===== src/rtl/bta_pkg.sv =====
package bta_pkg;
  localparam int unsigned KIND_W = 3;

  typedef enum logic [KIND_W-1:0] {
    BK_NONE    = 3'd0,
    BK_ABS     = 3'd1,
    BK_PAGE    = 3'd2,
    BK_REL_SH  = 3'd3,
    BK_REL_BIT = 3'd4,
    BK_IND     = 3'd5
  } br_kind_e;
endpackage


===== src/rtl/bta_page_gen.sv =====
module bta_page_gen #(
  parameter int unsigned ADDR_W = 16,
  parameter int unsigned DATA_W = 8,
  parameter int unsigned PAGE_W = 11
) (
  input  logic [ADDR_W-1:0] next_pc_i,
  input  logic [DATA_W-1:0] opcode_i,
  input  logic [DATA_W-1:0] low_i,
  output logic [ADDR_W-1:0] addr_o
);
  localparam int unsigned SEL_W = PAGE_W - DATA_W;

  // page kept from the next-instruction address, selector from the opcode top bits
  assign addr_o = {next_pc_i[ADDR_W-1:PAGE_W], opcode_i[DATA_W-1 -: SEL_W], low_i};
endmodule


===== src/rtl/bta_rel_gen.sv =====
module bta_rel_gen #(
  parameter int unsigned ADDR_W = 16,
  parameter int unsigned DATA_W = 8
) (
  input  logic [ADDR_W-1:0] base_i,
  input  logic [DATA_W-1:0] off_i,
  output logic [ADDR_W-1:0] addr_o
);
  localparam int unsigned EXT_W = ADDR_W - DATA_W;

  logic [ADDR_W-1:0] off_ext;

  assign off_ext = {{EXT_W{off_i[DATA_W-1]}}, off_i};
  assign addr_o  = base_i + off_ext;
endmodule


===== src/rtl/bta_ind_gen.sv =====
module bta_ind_gen #(
  parameter int unsigned ADDR_W = 16,
  parameter int unsigned DATA_W = 8
) (
  input  logic [DATA_W-1:0] acc_i,
  input  logic [ADDR_W-1:0] ptr_i,
  output logic [ADDR_W-1:0] addr_o
);
  localparam int unsigned EXT_W = ADDR_W - DATA_W;

  assign addr_o = {{EXT_W{1'b0}}, acc_i} + ptr_i;
endmodule


===== src/rtl/branch_target_gen.sv =====
module branch_target_gen
  import bta_pkg::*;
#(
  parameter int unsigned ADDR_W = 16,
  parameter int unsigned DATA_W = 8,
  parameter int unsigned PAGE_W = 11
) (
  input  logic              clk_i,
  input  logic              rst_ni,
  input  logic              valid_i,
  input  logic [2:0]        kind_i,
  input  logic              cond_i,
  input  logic [ADDR_W-1:0] next_pc_i,
  input  logic [DATA_W-1:0] opcode_i,
  input  logic [DATA_W-1:0] opnd1_i,
  input  logic [DATA_W-1:0] opnd2_i,
  input  logic [DATA_W-1:0] acc_i,
  input  logic [ADDR_W-1:0] dptr_i,
  output logic              valid_o,
  output logic              taken_o,
  output logic [ADDR_W-1:0] target_o
);
  br_kind_e          kind;
  logic [ADDR_W-1:0] abs_addr, page_addr, rel_addr, ind_addr;
  logic [DATA_W-1:0] rel_off;
  logic [ADDR_W-1:0] nxt_target;
  logic              nxt_taken;

  assign kind     = br_kind_e'(kind_i);
  assign abs_addr = {opnd1_i, opnd2_i};
  // bit-test jumps carry the offset in the third byte
  assign rel_off  = (kind == BK_REL_BIT) ? opnd2_i : opnd1_i;

  bta_page_gen #(.ADDR_W(ADDR_W), .DATA_W(DATA_W), .PAGE_W(PAGE_W)) u_page (
    .next_pc_i (next_pc_i),
    .opcode_i  (opcode_i),
    .low_i     (opnd1_i),
    .addr_o    (page_addr)
  );

  bta_rel_gen #(.ADDR_W(ADDR_W), .DATA_W(DATA_W)) u_rel (
    .base_i (next_pc_i),
    .off_i  (rel_off),
    .addr_o (rel_addr)
  );

  bta_ind_gen #(.ADDR_W(ADDR_W), .DATA_W(DATA_W)) u_ind (
    .acc_i  (acc_i),
    .ptr_i  (dptr_i),
    .addr_o (ind_addr)
  );

  always_comb begin
    nxt_taken  = 1'b0;
    nxt_target = next_pc_i;
    unique case (kind)
      BK_ABS:  begin nxt_taken = 1'b1; nxt_target = abs_addr;  end
      BK_PAGE: begin nxt_taken = 1'b1; nxt_target = page_addr; end
      BK_IND:  begin nxt_taken = 1'b1; nxt_target = ind_addr;  end
      BK_REL_SH, BK_REL_BIT: begin
        nxt_taken = cond_i;
        if (cond_i) nxt_target = rel_addr;
      end
      default: ;
    endcase
  end

  always_ff @(posedge clk_i or negedge rst_ni) begin
    if (!rst_ni) begin
      valid_o  <= 1'b0;
      taken_o  <= 1'b0;
      target_o <= '0;
    end else begin
      valid_o <= valid_i;
      if (valid_i) begin
        taken_o  <= nxt_taken;
        target_o <= nxt_target;
      end
    end
  end
endmodule


===== config.mk =====
export PLATFORM = sky130hd
export DESIGN_NAME = branch_target_gen
export DESIGN_NICKNAME = d
export VERILOG_FILES = /design/src/rtl/bta_pkg.sv /design/src/rtl/bta_page_gen.sv /design/src/rtl/bta_rel_gen.sv /design/src/rtl/bta_ind_gen.sv /design/src/rtl/branch_target_gen.sv
export SDC_FILE = /design/constraint.sdc
export NUM_CORES = 1
export LEC_CHECK = 0
export BUFFER_PORTS_ARGS = -buffer_cell sky130_fd_sc_hd__buf_2
export CAP_MARGIN = 20
export CORE_MARGIN = 4
export CORE_UTILIZATION = 50
export CTS_CLUSTER_SIZE = 10
export DETAILED_ROUTE_END_ITERATION = 7
export GPL_ROUTABILITY_DRIVEN = 0
export GPL_TIMING_DRIVEN = 0
export PLACE_DENSITY_LB_ADDON = 0.3
export REMOVE_ABC_BUFFERS = 1
export SETUP_SLACK_MARGIN = 0.2
export SLEW_MARGIN = 20
export SYNTH_ARGS = -nofsm -noshare
export SYNTH_HDL_FRONTEND = slang
export SYNTH_HIERARCHICAL = 1
export SYNTH_SLANG_ARGS = --single-unit
export TNS_END_PERCENT = 1

===== constraint.sdc =====
create_clock -name clk_i -period 1.1 [get_ports clk_i]
set_clock_uncertainty 0.1 [all_clocks]
set_input_delay 0.22 -clock clk_i [delete_from_list [all_inputs] [get_ports clk_i]]
set_output_delay 0.22 -clock clk_i [all_outputs]
set_load 0.05 [all_outputs]

==> results.md, run 1 <==
- Status: complete, but fails checks
- Failing checks: setup timing
- CTS Root Buffer Type: clkbuf_8
- Buffers & Inverters on Critical Path: 1
- Worst path slowest cell: mux2_4
- Number of synthesized register bits: 18
- Pins Over Slew Limit: 0
- Core area: between 0.005 and 0.006 mm²
- Drt wl/cell: roughly 18 µm
- Logic pwr share: between 60% and 70%
- Fin worst setup slack: -1.70 ns
- Vias/cell: around 6.3
- Max FO, Critical Path: 3
- Max clock buf depth: 2
- Routed met2 length: 4.06 mm
- Max VDD drop: 0.825 mV
- Worst slew pin tran: 0.990 ns
- Min cycle time layout: 2.80 ns
- Worst-Skew Late Latency: 0.25 ns
- Final period util: 255%
- Worst Hold Launch: next_pc_i[14]
- Number of global-route vias before repair: roughly 3000
- CTS buffer count: 3
- Share of cells above drive strength 1: a little under two fifths
- Overall routed net length: a little under 9 mm
- Register area share after synthesis: 15.0%
- Max-cap viol count: 0
- Post-route ant nets: 0
- Die X-Extent: about 85 µm
- Clock slew at reported path FFs: 0.06 ns
- Ys flop type: dfrtp_1
- WP data arrival: about 2.8 ns
- Final TNS setup: -22.68 ns
- Switching power: between 1.5 and 2 mW
- R2R Setup Slk: ~0.32 ns
- Io pins: 89
- Area grow syn2layout: 29.5%
- Clock power share: approximately an eighth
- Biggest cell delay along the critical path: between 0.3 and 0.4 ns
- RR Endpoint: target_o[12]
- R2R depth: 2
- Pre-Repair DR Iteration Count: 5
- Die H: roughly 85 µm
- Flop pwr share: between 20% and 30%
- Port bufs: 83
- Fillers: around 430
- CP required: around 1.1 ns
- Starting Density: 53.1%
- Iteration-0 DRC Markers: 367
- Post-synth EDFFs: 0
- Setup crit end kind: flip-flop
- Asr flop ratio synth: between 90% and 100%
- Clock net sink count: 18
- Power per standard cell area: between 900 and 1000 mW/mm²
- Total Nets Final: between 500 and 600
- Grt ovf: 0
- Leak Pwr: around 1.7 nW
- Final hold violation count: 0
- Vias: 3140
- Synth warn: 6
- H-tree levels: 1
- Top routing layer in use: met4
- Critical path type: input port to flip-flop
- Syn Area/Cell: approximately 8 µm²
- Cell Rows: 27
- RSZ-0062 raised after global routing: true
- Sw Share: between 40% and 50%
- Mapped Cells: approximately 370
- CTS tree: yes
- DIE AREA: 0.00729 mm²
- Met3 WL: ~750 µm
- RR Startpoint: target_o[12]
- Max frequency: ~0.36 GHz
- CP Launch Point: kind_i[0]
- Largest net degree at the start of global routing: 36
- Synth Cell Area: around 0.003 mm²
- Hold endpoint: target_o[14]
- All-Layer GR Usage: about a quarter
- Final Setup Violations: 33
- Netlist cell types: 56
- DRC errors left: 0
- Crit path launch type: input port
- Commonest non-fill, non-tap cell in the layout: buf_2
- Post-DP HPWL: around 6.3 mm
- Hold depth: 3
- Worst hold path type: input port to flip-flop
- Crit-path cells: buf_12 -> nor3b_4 -> mux2_4 -> ha_4 -> fa_2 -> a21o_1 -> a31oi_4 -> o21ba_4 -> o21ai_1 -> xor2_1 -> mux2i_1 -> o32a_1 -> o22ai_2
- Wl on met1: approximately 3.8 mm
- Int Pwr: approximately 2.1 mW
- N_diodes: 0
- Leading cell types in the layout, fill and taps excluded: buf_2 (60), o21ai_0 (36), a21oi_1 (29)
- Final Util: between 60 and 70%
- Initial antenna violation count: 0
- Max_slew headroom: ~34%
- Critical path's top delay family: compound AO/OA/AOI/OAI gates
- First-pass GRT wire length: around 14 mm
worst max-delay path by stage:
stage               cells past startpoint      endpoint
global placement                       13  target_o[12]
floorplan                              12  target_o[12]
CTS                                    13  target_o[11]
global route                           14  target_o[14]
detailed placement                     13  target_o[12]
finish                                 13  target_o[12]
Yosys cell counts (2+ instances only):
cell        n  area (µm²)
nor3_2      4        40.0
o21ai_1     4        20.0
nand3_1    11        55.1
buf_4      20         150
o32a_1     16         160
a211o_1     2        17.5
a21oi_1    35         175
o211ai_1    2        15.0
o22ai_1     6        37.5
a21oi_2     2        17.5
xnor2_1    16         140
mux2i_1    19         190
xor2_1      9        78.8
buf_2      10        50.1
dfrtp_1    18         450
a31oi_1     2        12.5
nand2_1    13        48.8
o21a_1      2        15.0
fa_1        2        40.0
a21o_1      7        52.6
inv_1      18        67.6
o2111ai_1   4        35.0
mux2_2      8        90.1
clkbuf_2    2        10.0
o21ai_2     2        17.5
o21ai_0    37         185
ha_1       23         288
nor3_1      3        15.0
clkbuf_1    6        22.5
nand4_1     3        18.8
nand2b_1    3        18.8
buf_6       2        22.5
o211ai_2    2        25.0
nor2_1     21        78.8
nor2b_1     2        12.5
o22ai_2    10         125
and3_1      2        12.5
logic make-up (layout without fill, tap and decap cells):
| family | count (synthesis) | in the layout | share of synthesized area [%] |
|---|---|---|---|
| AO/OA/AOI/OAI | 142 | 142 | 33.3 |
| XOR/XNOR | 25 | 25 | 7.31 |
| adder cells (fa/ha/maj) | 25 | 25 | 10.9 |
| buffers and inverters | 58 | 118 | 10.8 |
| flip-flops | 18 | 18 | 15.0 |
| multiplexers | 27 | 27 | 9.36 |
| AND/OR/NAND/NOR | 72 | 72 | 13.2 |
routing by layer:
layer | vias up | track usage, %
met5 | - | 0
met4 | 0 | 9.93
li1 | 1481 | -
met3 | 31 | 2.52
met1 | 1442 | 31.6
met2 | 186 | 37.9
power by group through the flow:
stage / registers, mW / clock network [mW] / logic (mW)
after floorplan: 1.14 / 0 / 1.10
after global placement: 0.806 / 0 / 1.94
after detailed placement: 0.813 / 0 / 1.97
after CTS: 0.825 / 0.455 / 2.38
after global routing: 0.834 / 0.477 / 2.66
final: 0.822 / 0.441 / 2.51
per-stage QoR:
| stage | instances | area (µm²) | hold slack, ns | worst slack, ns | total power [mW] |
|---|---|---|---|---|---|
| after detailed placement | 482 | 3240 | 0.0649 | -2.55 | 2.79 |
| after floorplan | 327 | 2740 | -0.176 | -1.86 | 2.24 |
| final | 499 | 3880 | 0.224 | -1.70 | 3.77 |
| after global routing | 499 | 3880 | 0.250 | -1.74 | 3.97 |
| after CTS | 498 | 3820 | 0.222 | -1.59 | 3.66 |
| after global placement | 482 | 3240 | 0.0653 | -2.48 | 2.75 |
state kept, by name, summed over array words and instances (netlist names):
register	count
target_o	16
taken_o	1
valid_o	1
worst reg2reg max path, stage by stage, from the launching register on:
cell and delay, ns:
dfrtp_1 0.39, inv_1 0.08, o22ai_2 0.07
final cells by class:
| cell class | instances | area, µm² | area share, % |
|---|---|---|---|
| clock buffers | 3 | 41.3 | 1.07 |
| inverters | 18 | 67.6 | 1.74 |
| flip-flops and latches | 18 | 450 | 11.6 |
| multi-input cells | 291 | 2520 | 64.9 |
| well taps | 72 | 90.1 | 2.32 |
| repair buffers | 97 | 709 | 18.3 |
timing repair:
item                                    in CTS  in global routing
pin swaps                                   26                  5
hold endpoints to repair                    18                  0
gates resized for setup                     89                  9
cloned                                       1                  0
endpoints found under the setup margin      35                 53
buffers inserted                            11                  1
hold buffers                                 1                  0
No activity file was read; power rests on OpenSTA's default activity.
==> run 2: changes to the inputs <==
--- a/config.mk
+++ b/config.mk
@@ -8,12 +8,12 @@
 export BUFFER_PORTS_ARGS = -buffer_cell sky130_fd_sc_hd__buf_2
 export CAP_MARGIN = 20
 export CORE_MARGIN = 4
-export CORE_UTILIZATION = 50
+export CORE_UTILIZATION = 58
 export CTS_CLUSTER_SIZE = 10
 export DETAILED_ROUTE_END_ITERATION = 7
 export GPL_ROUTABILITY_DRIVEN = 0
 export GPL_TIMING_DRIVEN = 0
-export PLACE_DENSITY_LB_ADDON = 0.3
+export PLACE_DENSITY_LB_ADDON = 0.08
 export REMOVE_ABC_BUFFERS = 1
 export SETUP_SLACK_MARGIN = 0.2
 export SLEW_MARGIN = 20
==> results.md, run 2 (synthesis results as in run 1) <==
- Final hold violation count: 0
- Final Util: 80.1%
- Cell Rows: 25
- Biggest register: target_o
- Crit path launch type: input port
- Area grow syn2layout: 29.7%
- N_diodes: 0
- Die H: between 70 and 80 µm
- Gr busiest metal: met2
- Post-DP HPWL: 6.29 mm
- Drt wl/cell: just over 20 µm
- Total Nets Final: approximately 530
- Post-Place Worst Slack: -2.54 ns
- Grt met1 use: approximately 40%
- WP data arrival: between 2 and 3 ns
- Met2 Resource Use GR: ~52%
- Critical path type: input port to flip-flop
- Vias/cell: 6.65
- Max-cap viol count: 0
- M3 GR Usage: 4.97%
- RSZ-0062 raised after global routing: true
- Die X-Extent: roughly 80 µm
- Total power: between 3 and 4 mW
- Vias: approximately 3300
- Max reg flops: 16
- CTS tree: yes
- Grt ovf: 0
- Iteration-0 DRC Markers: roughly 440
- Status: complete, but fails checks
- Max frequency: 0.362 GHz
- Io pins: 89
- CTS buffer count: 3
- Largest regs: target_o x16, taken_o x1, valid_o x1
- Final Hold Slack: about 0.21 ns
- Commonest non-fill, non-tap cell in the layout: buf_2
- Core area: between 0.004 and 0.005 mm²
- Failing checks: setup timing
- Worst-Skew Late Latency: about 0.25 ns
- Max VDD drop: 0.606 mV
- Pins Over Slew Limit: 0
- First-pass GRT wire length: 15.7 mm
- Share of cells above drive strength 1: about two fifths
- Worst slew pin tran: approximately 0.76 ns
- Initial antenna violation count: 0
- CP required: roughly 1.1 ns
- Max FO, Critical Path: 6
- Overall routed net length: 9.98 mm
- H-tree levels: 1
- DRC errors left: 0
- Pre-Repair DR Iteration Count: 7
- DIE AREA: roughly 0.0064 mm²
- Min cycle time layout: around 2.8 ns
- Starting Density: between 60% and 70%
- Max_slew headroom: 49.2%
- Leading cell types in the layout, fill and taps excluded: buf_2 (59), o21ai_0 (35), a21oi_1 (29)
- Biggest cell delay along the critical path: 0.35 ns
- Max clock buf depth: 2
- Largest net degree at the start of global routing: 36
- Worst path slowest cell: mux2_2
- Setup crit end kind: flip-flop
- Final period util: 251%
- Final Setup Violations: 33
- Port bufs: 83
- CTS Root Buffer Type: clkbuf_8
- Leak Pwr: about 1.7 nW
- Worst hold path type: input port to flip-flop
- Clock slew at reported path FFs: approximately 0.07 ns
- Fin worst setup slack: -1.66 ns
- Crit-path cells: buf_12 -> nor3b_4 -> buf_6 -> buf_12 -> mux2_2 -> ha_4 -> nand2_1 -> nor3_2 -> o211ai_2 -> buf_4 -> nor2_2 -> nor3_2 -> mux2i_1 -> o32a_1 -> o22ai_2
- Number of global-route vias before repair: 3171
- All-Layer GR Usage: a little under a third
- Clock net sink count: 18
- Power per standard cell area: ~1000 mW/mm²
- Post-route ant nets: 0
## run 2: final cells by class
class / count / area [µm²]
clock buffers: 4 / 55.1
fillers: 289 / 965
inverters: 18 / 67.6
well taps: 67 / 83.8
multi-input cells: 291 / 2480
repair buffers: 97 / 748
flip-flops and latches: 18 / 450
## run 2: through the flow
step,instances,TNS [ns],cell area (µm²)
after floorplan,327,-23.73,2740
after global placement,477,-33.87,3240
after detailed placement,477,-34.22,3240
after CTS,493,-21.77,3820
after global routing,495,-23.94,3880
final,495,-22.48,3880
## run 2: final timing paths
kind / slack, ns / startpoint / to / cells after the start
max: -1.66 / kind_i[1] / target_o[13] / 15
min: 0.21 / kind_i[2] / taken_o / 4
max reg2reg: 0.31 / target_o[9] / target_o[9] / 2
min reg2reg: 0.44 / taken_o / taken_o / 2
max in group asynchronous: 0.38 / rst_ni / target_o[9] / 2
min in group asynchronous: 0.30 / rst_ni / target_o[2] / 2
## run 2: power by group
group          internal [mW]  switching [mW]
logic                   1.09            1.41
registers              0.754          0.0704
clock network          0.318           0.239
## run 2: critical path: cells and delay by family
family,cells,cell delay (ns)
simple gates,5,0.72
fa+ha+maj,1,0.30
mux,2,0.51
compound gates,3,0.46
buf+inv,4,0.57
## run 2: timing repair
item | in CTS | in global routing
hold endpoints to repair | 18 | 0
gates cloned | 1 | 0
setup endpoints to repair | 35 | 53
pin swaps | 28 | 12
buffers inserted | 10 | 2
hold buffers | 1 | 0
gates resized for setup | 90 | 13
## run 2: metal layers
| metal | part of all wire (%) | wire, µm |
|---|---|---|
| met1 | 40 | 3970 |
| met2 | 47 | 4670 |
| met3 | 10 | 1030 |
| met4 | 3.1 | 312 |
| met5 | 0 | 0 |
==> run 3: changes to the inputs <==
--- a/config.mk
+++ b/config.mk
@@ -7,6 +7,7 @@
 export LEC_CHECK = 0
 export BUFFER_PORTS_ARGS = -buffer_cell sky130_fd_sc_hd__buf_2
 export CAP_MARGIN = 20
+export CORE_ASPECT_RATIO = 1.4
 export CORE_MARGIN = 4
 export CORE_UTILIZATION = 58
 export CTS_CLUSTER_SIZE = 10
@@ -14,7 +15,6 @@
 export GPL_ROUTABILITY_DRIVEN = 0
 export GPL_TIMING_DRIVEN = 0
 export PLACE_DENSITY_LB_ADDON = 0.08
-export REMOVE_ABC_BUFFERS = 1
 export SETUP_SLACK_MARGIN = 0.2
 export SLEW_MARGIN = 20
 export SYNTH_ARGS = -nofsm -noshare
==> results.md, run 3 (synthesis results as in run 1) <==
- First-pass GRT wire length: approximately 15 mm
- Commonest non-fill, non-tap cell in the layout: buf_2
- Critical path type: input port to flip-flop
- Max clock buf depth: 2
- CTS Root Buffer Type: clkbuf_8
- DIE AREA: about 0.0064 mm²
- Starting Density: slightly above 60%
- Min cycle time layout: ~2.8 ns
- Int Pwr: about 2.2 mW
- Crit-path cells: buf_12 -> nor3b_4 -> buf_12 -> buf_4 -> mux2_4 -> ha_1 -> buf_6 -> nand4_1 -> nor4_2 -> nor3_2 -> xnor2_1 -> mux2i_1 -> o32a_1 -> o22ai_2
- Total Nets Final: ~560
- N_diodes: 0
- Max-cap viol count: 0
- Logic pwr share: approximately two thirds
- Io pins: 89
- Grt ovf: 0
- Clock slew at reported path FFs: 0.07 ns
- Total power: slightly above 4 mW
- Overall routed net length: 10.6 mm
- Setup crit end kind: flip-flop
- Worst slew pin tran: 0.711 ns
- Max reg flops: 16
- All-Layer GR Usage: a little under a third
- Iteration-0 DRC Markers: between 400 and 500
- Die H: between 90 and 100 µm
- Leak Pwr: 1.86 nW
- Hold depth: 1
- Drt wl/cell: 20.1 µm
- Vias: ~3500
- Fin worst setup slack: -1.74 ns
- Cell Rows: 30
- Biggest register: target_o
- Final Setup Violations: 35
- R2R Setup Slk: between 0.2 and 0.3 ns
- DP Cell Count: between 500 and 600
- Crit path launch type: input port
- Max frequency: roughly 0.35 GHz
- Failing checks: setup timing
- Largest net degree at the start of global routing: 19
- Worst hold path type: input port to flip-flop
- Area grow syn2layout: 37.4%
- Cell Count, Final, Fillers Out: 530
- Worst-Skew Late Latency: 0.26 ns
- Share of cells above drive strength 1: 41.8%
- Power per standard cell area: slightly below 1000 mW/mm²
- CTS buffer count: 3
- Buffers & Inverters on Critical Path: 4
- Switching power: roughly 1.8 mW
- CP Depth: 14
- Worst Hold Launch: valid_i
- Max FO, Critical Path: 8
- WP data arrival: ~2.9 ns
- Number of global-route vias before repair: between 3000 and 4000
- Final design instance area without fill: between 0.004 and 0.005 mm²
- Status: complete, but fails checks
- Pre-Repair DR Iteration Count: 5
- Max_slew headroom: a little over half
- Flop pwr share: between 20 and 25%
- Pins Over Slew Limit: 0
- RR Endpoint: target_o[2]
- Leading cell types in the layout, fill and taps excluded: buf_2 (62), o21ai_0 (35), buf_4 (31)
- Max VDD drop: around 0.54 mV
- RR Startpoint: target_o[2]
- Clock net sink count: 18
- Post-Syn Nets: between 400 and 500
- Final hold violation count: 0
- R2R depth: 2
- Post-DP HPWL: 7.16 mm
- Vias/cell: 6.61
- Final Util: around 84%
- Clock power share: 13.9%
- Post-route ant nets: 0
- Die X-Extent: 68.7 µm
- Most used cell, CP: buf_12
- H-tree levels: 1
- Fillers: around 300
- Largest regs: target_o x16, taken_o x1, valid_o x1
- Core area: 0.00492 mm²
- Final period util: 258%
- Biggest cell delay along the critical path: around 0.42 ns
- CTS tree: yes
- RSZ-0062 raised after global routing: true
- Sw Share: 44.4%
- Hold endpoint: valid_o
- Worst path slowest cell: nor4_2
- CP required: ~1.1 ns
- Critical path's top delay family: simple AND/OR/NAND/NOR gates
- Initial antenna violation count: 0
- Port bufs: between 70 and 80
- Placed Area: roughly 0.0035 mm²
- DRC errors left: 0
[run 3: per-stage QoR]
step	setup slack (ns)	setup TNS, ns	hold slack, ns
after floorplan	-1.83	-25.20	-0.176
after global routing	-1.79	-25.72	0.0464
after global placement	-2.24	-30.94	0.0642
after CTS	-1.68	-23.05	0.0391
after detailed placement	-2.27	-31.12	0.0653
final	-1.74	-24.16	0.0446
[run 3: worst register-to-register path, cell delays in order (launching register included)]
cell and delay [ns]:
dfrtp_1 0.41, inv_1 0.09, o22ai_2 0.07
[run 3: cell type report]
type / instances / area (µm²) / area share, %
repair buffers: 94 / 684 / 16.6
clock buffers: 4 / 55.1 / 1.34
inverters: 18 / 67.6 / 1.64
multi-input cells: 292 / 2480 / 60.3
plain buffers: 40 / 295 / 7.18
well taps: 64 / 80.1 / 1.95
flip-flops and latches: 18 / 450 / 10.9
[run 3: worst max-delay path by stage]
stage	startpoint	to	slack (ns)
3_5_place_dp	kind_i[2]	target_o[13]	-2.27
2_1_floorplan	kind_i[1]	target_o[12]	-1.83
6_report	kind_i[1]	target_o[14]	-1.74
4_1_cts	kind_i[0]	target_o[10]	-1.68
3_3_place_gp	kind_i[2]	target_o[13]	-2.24
5_1_grt	kind_i[1]	target_o[14]	-1.79
[run 3: power groups by stage]
stage / Combinational, mW / Clock, mW / Sequential [mW]
3_5_place_dp: 2.11 / 0 / 0.810
3_3_place_gp: 2.07 / 0 / 0.805
6_report: 2.64 / 0.561 / 0.828
5_1_grt: 2.79 / 0.585 / 0.835
2_1_floorplan: 1.23 / 0 / 1.14
4_1_cts: 2.38 / 0.552 / 0.821
[run 3: timing repair]
action,4_1_cts,5_1_grt
gates cloned,1,1
setup buffers,6,8
hold buffers,1,0
setup endpoints to repair,35,53
pin swaps,34,31
gates resized for setup,64,27
endpoints found under the hold margin,18,0
[run 3: per-layer routing]
layer	track usage (%)	routed length [µm]
met2	50.6	5230
met5	0	0
met4	17.9	655
met1	36.0	3940
met3	3.37	814
